### src/rtl/adc_out_fmt.sv
module adc_out_fmt #(
  parameter int W = 16
) (
  input  logic         clk,
  input  logic         rst_n,
  input  logic         in_valid,
  input  logic [W-1:0] in_sample,
  input  logic         twos_comp,
  input  logic         rand_en,
  input  logic         alt_pol_en,
  input  logic [2:0]   pat_mode,
  input  logic         out_disable,
  output logic [W-1:0] out_data,
  output logic         out_valid,
  output logic         out_en
);

  localparam logic [2:0] PAT_ONES   = 3'd1;
  localparam logic [2:0] PAT_ZEROS  = 3'd2;
  localparam logic [2:0] PAT_TOGGLE = 3'd3;
  localparam logic [2:0] PAT_CHECK  = 3'd4;

  function automatic logic [W-1:0] odd_bits();
    logic [W-1:0] m;
    for (int i = 0; i < W; i++) m[i] = (i % 2) == 1;
    return m;
  endfunction

  localparam logic [W-1:0] ODD = odd_bits();

  logic         phase;
  logic         pat_on;
  logic [W-3:0] pat_hi;
  logic [W-1:0] coded, scrambled, polar, next_word;

  assign coded     = {in_sample[W-1] ^ (twos_comp & ~alt_pol_en), in_sample[W-2:0]};
  assign scrambled = rand_en ? {coded[W-1:1] ^ {(W-1){coded[0]}}, coded[0]} : coded;
  assign polar     = alt_pol_en ? (scrambled ^ ODD) : scrambled;

  always_comb begin
    pat_on = 1'b1;
    case (pat_mode)
      PAT_ONES:   pat_hi = '1;
      PAT_ZEROS:  pat_hi = '0;
      PAT_TOGGLE: pat_hi = phase ? '0 : '1;
      PAT_CHECK:  pat_hi = phase ? ~ODD[W-1:2] : ODD[W-1:2];
      default: begin
        pat_on = 1'b0;
        pat_hi = '0;
      end
    endcase
  end

  assign next_word = pat_on ? {pat_hi, in_sample[1:0]} : polar;

  always_ff @(posedge clk or negedge rst_n) begin
    if (!rst_n) begin
      out_data  <= '0;
      out_valid <= 1'b0;
      out_en    <= 1'b0;
      phase     <= 1'b0;
    end else begin
      out_valid <= in_valid;
      out_en    <= ~out_disable;
      if (in_valid) begin
        out_data <= next_word;
        phase    <= ~phase;
      end
    end
  end


  valid_follow_chk: assert property (@(posedge clk) disable iff (!rst_n)
    in_valid |=> out_valid);


  hold_chk: assert property (@(posedge clk) disable iff (!rst_n)
    !in_valid |=> (!out_valid && $stable(out_data)));


  ones_chk: assert property (@(posedge clk) disable iff (!rst_n)
    (in_valid && pat_mode == PAT_ONES) |=> (out_data[W-1:2] == {(W-2){1'b1}}));


  toggle_chk: assert property (@(posedge clk) disable iff (!rst_n)
    (in_valid && pat_mode == PAT_TOGGLE) |=>
      (out_data[W-1:2] == {(W-2){1'b1}} || out_data[W-1:2] == {(W-2){1'b0}}));


  low_bits_chk: assert property (@(posedge clk) disable iff (!rst_n)
    (in_valid && pat_mode >= PAT_ONES && pat_mode <= PAT_CHECK) |=>
      (out_data[1:0] == $past(in_sample[1:0])));


  oe_chk: assert property (@(posedge clk) disable iff (!rst_n)
    out_disable |=> !out_en);

endmodule

### config.mk
export PLATFORM = sky130hd
export DESIGN_NAME = adc_out_fmt
export DESIGN_NICKNAME = d
export VERILOG_FILES = /design/src/rtl/adc_out_fmt.sv
export SDC_FILE = /design/constraint.sdc
export NUM_CORES = 1
export LEC_CHECK = 0
export BUFFER_PORTS_ARGS = -buffer_cell sky130_fd_sc_hd__buf_2
export CORE_MARGIN = 2
export CORE_UTILIZATION = 49
export DETAILED_ROUTE_END_ITERATION = 10
export PLACE_DENSITY_LB_ADDON = 0.05
export SLEW_MARGIN = 10
export SYNTH_ARGS = -nofsm -noshare
export SYNTH_HDL_FRONTEND = slang
export SYNTH_SLANG_ARGS = --single-unit
### constraint.sdc
create_clock -name clk -period 4.1 [get_ports clk]
set_clock_uncertainty 0.2 [all_clocks]
set_input_delay 0.41 -clock clk [delete_from_list [all_inputs] [get_ports clk]]
set_output_delay 0.41 -clock clk [all_outputs]
set_load 0.05 [all_outputs]
# --- After elaboration in Yosys (flattened, before gate mapping) ---
# Cells that the tools add are included.
word_totals:
  ff_bits: 19
  latch_bits: 0
  ramBits: 0
  romBits: 0
  input_bits: 26
  mem_count: 0
classes:
  add_sub_neg: 0
  mul: 0
  div: 0
  n_lt_le_gt_ge: 0
  eq_ne: 4
  shifts: 0
  muxes: 7
  bitwise_logic: 7
  reduce_logical: 1
ops:
  columns: ["cell", "count"]
  rows:
  - ["16-bit 2-to-1 mux", 3]
  - ["14-bit case mux with 3 select lines", 1]
  - ["14-bit 2-to-1 mux", 2]
  - ["15-bit XOR", 1]
  - ["8-bit inverter", 1]
  - ["3-bit by 2-bit equality test with 1-bit output (second input constant)", 2]
  - ["4-bit OR reduction", 1]
  - ["3-bit by 1-bit equality test with 1-bit output (second input constant)", 1]
  - ["3-bit equality test (second input constant)", 1]
  - ["1-bit inverter", 3]
  - ["1-bit AND", 1]
  - ["1-bit 2-to-1 mux", 1]
  - ["1-bit XOR", 1]

# --- Logic depth before layout (Yosys ltp) ---
# Gate-level depths: netlist of the first run.
logic_depth:
  ltp_word: 8
  depth_mapped: 5
  ltp_nobuf: 4

# --- Worst setup path before layout of the first run ---
# Ideal clock, no wire load.
synth_timing:
  path_kind: "register to register"
  from: "register phase"
  to: "register out_data[11]"
  t_arrival_ns: 1.566
  setup_slack_ns: 2.247
  stages_incl_launch_ff: 6
  n_path_buf: 1
  path_cell_list: "dfrtp_1 -> or4b_1 -> o2111a_2 -> and2_4 -> buf_6 -> a211oi_2"
synth_between:
  elab_chain_cells: 3
synth_rtl:
  columns: ["element", "line", "rtl"]
  rows:
  - ["start: declaration", "31", "logic phase;"]
  - ["start signal: assignment", "67", "phase <= ~phase;"]
  - ["14-bit 2-to-1 mux, on equally long branches", "46, 45", null]
  - ["14-bit case mux with 3 select lines (*)", "42", "case (pat_mode)"]
  - ["16-bit 2-to-1 mux (*)", "54", "assign next_word = pat_on ? {pat_hi, in_sample[1:0]} : polar;"]
  - ["end signal: assignment", "66", "out_data <= next_word;"]
  - ["end: declaration", "13", "output logic [W-1:0] out_data,"]
# Every way passes the cells marked *; elsewhere a longest branch is shown, timed or not.
# A chain may end at the register's enable or synchronous reset.

# --- Worst setup path after layout of the first run ---
layout_timing:
  from: "register phase"
  to: "register out_data[5]"
# The elaborated chain is that of the path after synthesis.

==> run summary, run 1 <==
hold_sp -> out_disable
Slew Limit Fails -> 0
DRC viols -> 0
Post-synth EDFFs -> 0
register area -> 475 µm²
Routed WL -> 1960 µm
status -> finished, final reports clean
Routed wire per std cell -> 11.9 µm
Crit. Startpoint -> phase
I/O Buffers -> 43
Comb power frac -> 0.424
Seq pwr share -> 0.418
Hold Crit Class -> in2reg
synth top area cells -> dfrtp_1 (49%), xnor2_1 (8.2%), xor2_1 (8.2%)
clk sinks -> 19
clk root buf -> clkbuf_4
setup TNS -> 0 ns
Switching Fraction -> 0.443
Total Nets Final -> 165
Reg-to-Reg Start -> phase
total CTS buffers -> 3
fillcell total -> 168
io pins -> 44
PD cells -> 484 mW/mm²
Layout area overhead -> 27.7%
Overflow after GRT -> 0
non-filler cells, final -> 165
CP Data Required Time -> 4.10 ns
sequential area share after synthesis -> 0.494
initial core utilization -> 0.507
yosys warns -> 0
Clock power frac -> 0.159
Worst-Margin Slew -> 0.863 ns
worst-skew pair later-pin latency -> 0.29 ns
number of antenna diodes -> 0
DIE AREA -> 0.00234 mm²
Setup Fix Bufs, Post-CTS -> 0
Multi-input gate area -> 462 µm²
num rows -> 16
most common cell in the netlist -> dfrtp_1
DR vias/cell -> 4.81
Psw -> 264 µW
Vias -> 793
CTS H-tree lvls -> 1
initial antenna violation count -> 0
Crit. End Element -> flip-flop
CORE AREA -> 0.00190 mm²
R2R setup slack -> 2.18 ns
clock tree buffer depth -> 2
Max Clk Rate -> 0.521 GHz
Syn Area/Cell -> 10.4 µm²
crit path launch type -> flip-flop
die height -> 48.3 µm
Detailed Routing Iterations Pass 1 -> 4
gpl congestion -> 0.739
area leader, netlist -> dfrtp_1
dpl cell area -> 0.00119 mm²
initial drt markers -> 3
mapped cell area -> 963 µm²
Unique masters post-synth -> 22
DPL Wire Length -> 1410 µm
synth cell count leaders -> dfrtp_1 (19), nor2_1 (16), xnor2_1 (9), xor2_1 (9)
Final Hold Fails -> 0
post-route cell area -> 0.00123 mm²
clk slew on worst S/H paths -> 0.11 ns
Crit path arrival time -> 1.92 ns
post-cts gate resize count -> 0
Tot GR Track Use -> 0.187
final setup vio count -> 0
cell count after synthesis -> 93
Leak -> 0.579 nW
fin crit share -> 0.468
max-cap viol count -> 0
Post-Place Cells -> 160
hold buffers post-CTS -> 1
largest net degree at the start of global routing -> 22
ANT nets after route -> 0
min cycle time layout -> 1.92 ns
CTS tree -> yes
WS Path Type -> reg2reg
share of cells above drive strength 1 -> 0.384
top_reg_cell synth -> dfrtp_1
relative slew slack -> 0.421
fin util -> 0.647
CP max FO -> 8
Internal Pwr Total -> 331 µW
number of global-route vias before repair -> 798
RSZ-0062 raised after global routing -> no
global-route wire length before repair -> 3460 µm
ys async rst share -> 1.00
Die Width -> 48.3 µm
Max VDD drop -> 0.333 mV
#FFs+latches synth -> 19
syn_nets -> 119
top cell type's share of synthesized area -> 0.494
## final cells by class
class | instances | area share
Clock buffer | 4 | 0.0214
Inverter | 2 | 0.00610
Multi-Input combinational cell | 69 | 0.375
Sequential cell | 19 | 0.387
Tap cell | 27 | 0.0275
Timing Repair Buffer | 44 | 0.183
## worst paths after layout
check	end	cells past startpoint
min	out_en	2
max	out_data[5]	4
min in group asynchronous	out_data[10]	2
max in group asynchronous	out_data[1]	2
max reg2reg	out_data[5]	4
min reg2reg	out_data[1]	2
## power groups by stage
stage / clock [mW] / sequential [mW] / combinational (mW)
after global routing: 0.107 / 0.253 / 0.269
after detailed placement: 0 / 0.251 / 0.253
final: 0.0944 / 0.249 / 0.252
after global placement: 0 / 0.252 / 0.251
after floorplan: 0 / 0.368 / 0.0721
after CTS: 0.0965 / 0.248 / 0.254
## logic make-up after synthesis
group,share of synthesized area
AO/OA/AOI/OAI,0.145
buffers and inverters,0.0273
flip-flops,0.494
XOR/XNOR,0.181
multiplexers,0.0117
AND/OR/NAND/NOR,0.142
## placed cells by master (no fill, tap or decap), drive strengths merged
cell type and n:
clkbuf 4, nand2b 2, mux2 1, xnor2 9, or4b 1, xor2 10, a311oi 1, inv 2
nor2 16, a211oi 7, o211ai 1, o311ai 1, and2 1, nand2 9, o2111a 1, or3b 1
a21oi 8, dlygate4sd3 1, dfrtp 19, buf 43
## registers in the layout, indices dropped and copies added (netlist names)
| register | flops |
|---|---|
| out_en | 1 |
| phase | 1 |
| out_data | 16 |
| out_valid | 1 |
## critical path: stages (launching register included)
cell and delay (ns):
dfrtp_1 0.44, or4b_1 0.54, o2111a_2 0.24, and2_4 0.22, a211oi_1 0.19
## metrics by stage
step	power (mW)	worst slack, ns	hold WS [ns]
3_5_place_dp	0.505	2.04	0.179
3_3_place_gp	0.503	2.10	0.172
4_1_cts	0.599	2.19	0.0341
2_1_floorplan	0.440	2.25	-0.0856
6_report	0.595	2.18	0.0382
5_1_grt	0.630	2.10	0.0240
## routing by layer
metal / track usage / share of wire / routed length, µm
met1: 0.246 / 0.46 / 904
met2: 0.303 / 0.48 / 931
met3: 0.0401 / 0.056 / 109
met4: 0.0714 / 0.0071 / 14
met5: 0 / 0 / 0
No activity file was read; power rests on OpenSTA's default activity.
==> run 2: changes to the inputs <==
CORE_UTILIZATION = 41   (was 49)
clock period = 1.6 ns   (was 4.1 ns; I/O delays follow)
==> run 2 against run 1 <==
  * Die area up 18%
  * Routed wire length up 12%
  * Highest routed layer unchanged
  * Critical path type unchanged
  * The run now ends with negative setup slack left
  * Worst setup slack worse by 2.2 ns
  * Global-route usage fell by 0.69 points
  * Sequential share of layout area fell by 5.5 points
  * Utilization grew 0.20 points
  * First-iteration DRC count rose to 3.0 times the previous value
  * Clock power grew 150%
==> run summary, run 2 (synthesis gave the netlist of run 1 again) <==
status -> finished with violations
violated checks -> negative setup slack
fin util -> 0.649
largest net degree at the start of global routing -> 20
R2R setup slack -> -0.04 ns
Overflow after GRT -> 0
Setup WS pre-CTS -> -0.0131 ns
min cycle time layout -> 1.64 ns
Worst-Margin Slew -> 0.427 ns
gpl congestion -> 0.744
Pwr Total -> 1.63 mW
global-route wire length before repair -> 3670 µm
setup TNS -> -0.0746 ns
Routed WL -> 2200 µm
Reg-to-Reg Start -> phase
io pins -> 44
Vias -> 896
non-filler cells, final -> 186
WS Path Type -> reg2reg
Crit. End Element -> flip-flop
Largest register FFs -> 16
commonest cells after routing, fill and taps aside -> buf_2 (43), dfrtp_1 (19), nor2_1 (16), dlygate4sd3_1 (11)
initial antenna violation count -> 0
clock tree buffer depth -> 2
number of global-route vias before repair -> 855
ANT nets after route -> 0
max-cap viol count -> 0
clk slew on worst S/H paths -> 0.10 ns
most flop-heavy register -> out_data
num rows -> 17
hold_sp -> in_sample[1]
Slew Limit Fails -> 0
commonest non-fill, non-tap cell in the layout -> buf_2
Max Clk Rate -> 0.610 GHz
DPL Wire Length -> 1640 µm
CP Data Required Time -> 1.60 ns
Final Hold Fails -> 0
Reg2Reg Depth -> 4
CTS H-tree lvls -> 1
FF-to-FF End -> out_data[13]
I/O Buffers -> 43
Routed wire per std cell -> 11.8 µm
initial core utilization -> 0.436
share of cells above drive strength 1 -> 0.430
Post-Place Cells -> 170
Leak -> 0.676 nW
DR vias/cell -> 4.82
total CTS buffers -> 3
Layout area overhead -> 49.0%
crit path launch type -> flip-flop
final setup vio count -> 7
clk sinks -> 19
fin crit share -> 1.02
Detailed Routing Iterations Pass 1 -> 4
relative slew slack -> 0.715
RSZ-0062 raised after global routing -> yes
Total Nets Final -> 185
initial drt markers -> 9
number of antenna diodes -> 0
Tot GR Track Use -> 0.180
die height -> 52.5 µm
CTS tree -> yes
CP max FO -> 4
Max VDD drop -> 0.571 mV
clk root buf -> clkbuf_4
PD cells -> 1140 mW/mm²
Hold EP -> out_data[1]
Crit path arrival time -> 1.64 ns
CORE AREA -> 0.00221 mm²
Die Width -> 52.5 µm
worst-skew pair later-pin latency -> 0.28 ns
Final WS setup -> -0.0388 ns
DIE AREA -> 0.00275 mm²
DRC viols -> 0
Hold Path Cell Cnt -> 3
Hold Crit Class -> in2reg
==> run 2: cell count changes in the layout (fill, tap and decap cells not counted) <==
| cell | before | now |
|---|---|---|
| buf_6 | 0 | 1 |
| a211oi_2 | 2 | 7 |
| buf_4 | 0 | 9 |
| a211oi_1 | 5 | 0 |
| dlygate4sd3_1 | 1 | 11 |
==> run 2: how the worst max path moves through the flow <==
stage	depth (start not counted)	slack, ns	endpoint	startpoint
2_1_floorplan	5	-0.15	out_data[15]	phase
3_3_place_gp	4	0.03	out_data[13]	phase
3_5_place_dp	4	-0.01	out_data[13]	phase
4_1_cts	4	-0.04	out_data[13]	phase
5_1_grt	4	-0.09	out_data[13]	phase
6_report	4	-0.04	out_data[13]	phase
==> run 2: per-layer routing <==
| layer | global-route usage | vias up | part of all wire |
|---|---|---|---|
| li1 | - | 444 | - |
| met1 | 0.220 | 422 | 0.42 |
| met2 | 0.313 | 28 | 0.50 |
| met3 | 0.0343 | 2 | 0.066 |
| met4 | 0.0641 | 0 | 0.0073 |
| met5 | 0 | - | 0 |
==> run 2: critical path: stages, from the launching register on <==
cell      delay (ns)
dfrtp_1         0.38
or4b_1          0.46
o2111a_2        0.17
buf_6           0.13
a211oi_2        0.21
==> run 2: final cells by class <==
class	count	area (µm²)
well taps	28	35.0
fillers	205	777
inverters	2	7.51
flip-flops and latches	19	475
multi-input cells	69	487
clock buffers	4	26.3
repair buffers	64	404
==> run 2: what timing repair did <==
action / CTS / global route
resized for setup: 0 / 1
pin swaps: 0 / 1
endpoints found under the hold margin: 29 / 0
hold buffers: 11 / 0
endpoints found under the setup margin: 7 / 7
setup buffers: 1 / 0
==> run 2: where the power goes <==
group / internal, mW / switching [mW]
registers: 0.576 / 0.0469
clock network: 0.0967 / 0.135
logic: 0.260 / 0.514
total: 0.933 / 0.697
==> run 2: through the flow <==
stage / instance area [µm²] / hold slack (ns)
after floorplan: 988 / -0.336
after global placement: 1290 / -0.0783
after detailed placement: 1290 / -0.0745
after CTS: 1430 / 0.00366
after global routing: 1440 / 0.00556
final: 1440 / 0.00605
==> run 3: changes to the inputs <==
GPL_TIMING_DRIVEN = 0   (was default)
==> run 3 against run 2 <==
  * The run still ends with negative setup slack left
  * First-iteration DRC count fell by 22%
  * Routed wire length rose by 3.9%
  * Utilization fell by 0.68 points
  * Register-to-register slack barely moved
  * Combinational power fell by 2%
  * Highest routed layer unchanged
==> run summary, run 3 (synthesis gave the netlist of run 1 again) <==
clk sinks -> 19
register area -> 475 µm²
io pins -> 44
Tot GR Track Use -> 0.190
Hold Crit Class -> in2reg
dpl cell area -> 0.00124 mm²
Crit. Startpoint -> phase
Detailed Routing Iterations Pass 1 -> 4
num rows -> 17
Final Hold Fails -> 0
commonest non-fill, non-tap cell in the layout -> buf_2
clk slew on worst S/H paths -> 0.11 ns
Die Width -> 52.5 µm
ANT nets after route -> 0
Reg-to-Reg Start -> phase
fin crit share -> 1.02
RSZ-0062 raised after global routing -> yes
Crit. End Element -> flip-flop
violated checks -> negative setup slack
share of cells above drive strength 1 -> 0.396
FF-to-FF End -> out_data[7]
min cycle time layout -> 1.64 ns
largest net degree at the start of global routing -> 20
initial antenna violation count -> 0
fillcell total -> 195
most flop-heavy register -> out_data
Total Nets Final -> 181
max-cap viol count -> 0
WS Path Type -> reg2reg
CORE AREA -> 0.00221 mm²
Max VDD drop -> 0.628 mV
CTS tree -> yes
Largest register FFs -> 16
I/O Buffers -> 43
DPL Wire Length -> 1560 µm
fin util -> 0.642
clk root buf -> clkbuf_4
Slew Limit Fails -> 0
crit path launch type -> flip-flop
Crit path arrival time -> 1.65 ns
DRC viols -> 0
Setup WS pre-CTS -> -0.494 ns
gpl congestion -> 0.654
clock tree buffer depth -> 2
global-route wire length before repair -> 3710 µm
initial drt markers -> 7
number of global-route vias before repair -> 822
post-route cell area -> 0.00142 mm²
setup TNS -> -0.123 ns
die height -> 52.5 µm
DR vias/cell -> 4.77
CP Capture Point -> out_data[7]
PD cells -> 1140 mW/mm²
CP max FO -> 7
Overflow after GRT -> 0
CP Data Required Time -> 1.62 ns
Leak -> 0.651 nW
final setup vio count -> 7
non-filler cells, final -> 182
Routed WL -> 2280 µm
DIE AREA -> 0.00275 mm²
R2R setup slack -> -0.04 ns
Hold Path Cell Cnt -> 3
relative slew slack -> 0.653
commonest cells after routing, fill and taps aside -> buf_2 (43), dfrtp_1 (19), nor2_1 (16), dlygate4sd3_1 (13)
Post-Place Cells -> 164
Routed wire per std cell -> 12.5 µm
hold_sp -> in_sample[9]
Max Clk Rate -> 0.611 GHz
number of antenna diodes -> 0
total CTS buffers -> 3
Vias -> 868
Multi-input gate area -> 504 µm²
Worst-Margin Slew -> 0.520 ns
Reg2Reg Depth -> 4
status -> finished with violations
worst-skew pair later-pin latency -> 0.29 ns
Layout area overhead -> 47.4%
CTS H-tree lvls -> 1
initial core utilization -> 0.436
Final WS setup -> -0.0364 ns
-- run 3: cell types whose count changed in the layout (fill, tap and decap cells not counted), sizes merged --
cell / change
buf: -8
dlygate4sd3: +2
clkbuf: +2
-- run 3: what timing repair did --
item	4_1_cts	5_1_grt
cloned	0	0
hold endpoints to repair	31	0
gates resized for setup	1	2
setup endpoints to repair	14	14
pin swaps	1	2
buffers inserted	2	0
hold buffers	13	0
-- run 3: critical path, cell delays in order, from the launching register on --
cell	delay, ns
dfrtp_1	0.39
or4b_1	0.46
o2111a_2	0.16
and2_4	0.18
a211oi_2	0.16
-- run 3: worst min path at each step --
stage	end
after floorplan	out_data[0]
after CTS	out_data[9]
after global routing	out_data[9]
after detailed placement	out_en
after global placement	out_en
final	out_data[9]
-- run 3: routing by layer --
| layer | routed length (µm) | global-route usage | share of wire | vias up |
|---|---|---|---|---|
| met4 | 10 | 0.0385 | 0.0044 | 0 |
| li1 | - | - | - | 437 |
| met3 | 149 | 0.0600 | 0.065 | 2 |
| met2 | 1080 | 0.306 | 0.47 | 31 |
| met1 | 1050 | 0.251 | 0.46 | 398 |
| met5 | 0 | 0 | 0 | - |
-- run 3: layout make-up --
class	count	share of cell area
Sequential cell	19	0.335
Timing Repair Buffer	58	0.256
Inverter	2	0.00529
Buffer	2	0.00529
Tap cell	28	0.0247
Multi-Input combinational cell	69	0.355
Clock buffer	4	0.0185
-- run 3: report_power, final --
part           total (mW)  leakage [nW]  internal, mW  switching, mW
registers           0.625         0.220         0.576         0.0489
clock network       0.242        0.0150        0.0970          0.144
logic               0.758         0.416         0.235          0.524
-- run 3: through the flow --
stage          hold WS, ns  power, mW
5_1_grt             0.0210       1.72
2_1_floorplan       -0.336       1.15
3_3_place_gp       -0.0715       1.32
6_report            0.0189       1.63
3_5_place_dp       -0.0765       1.33
4_1_cts             0.0132       1.62
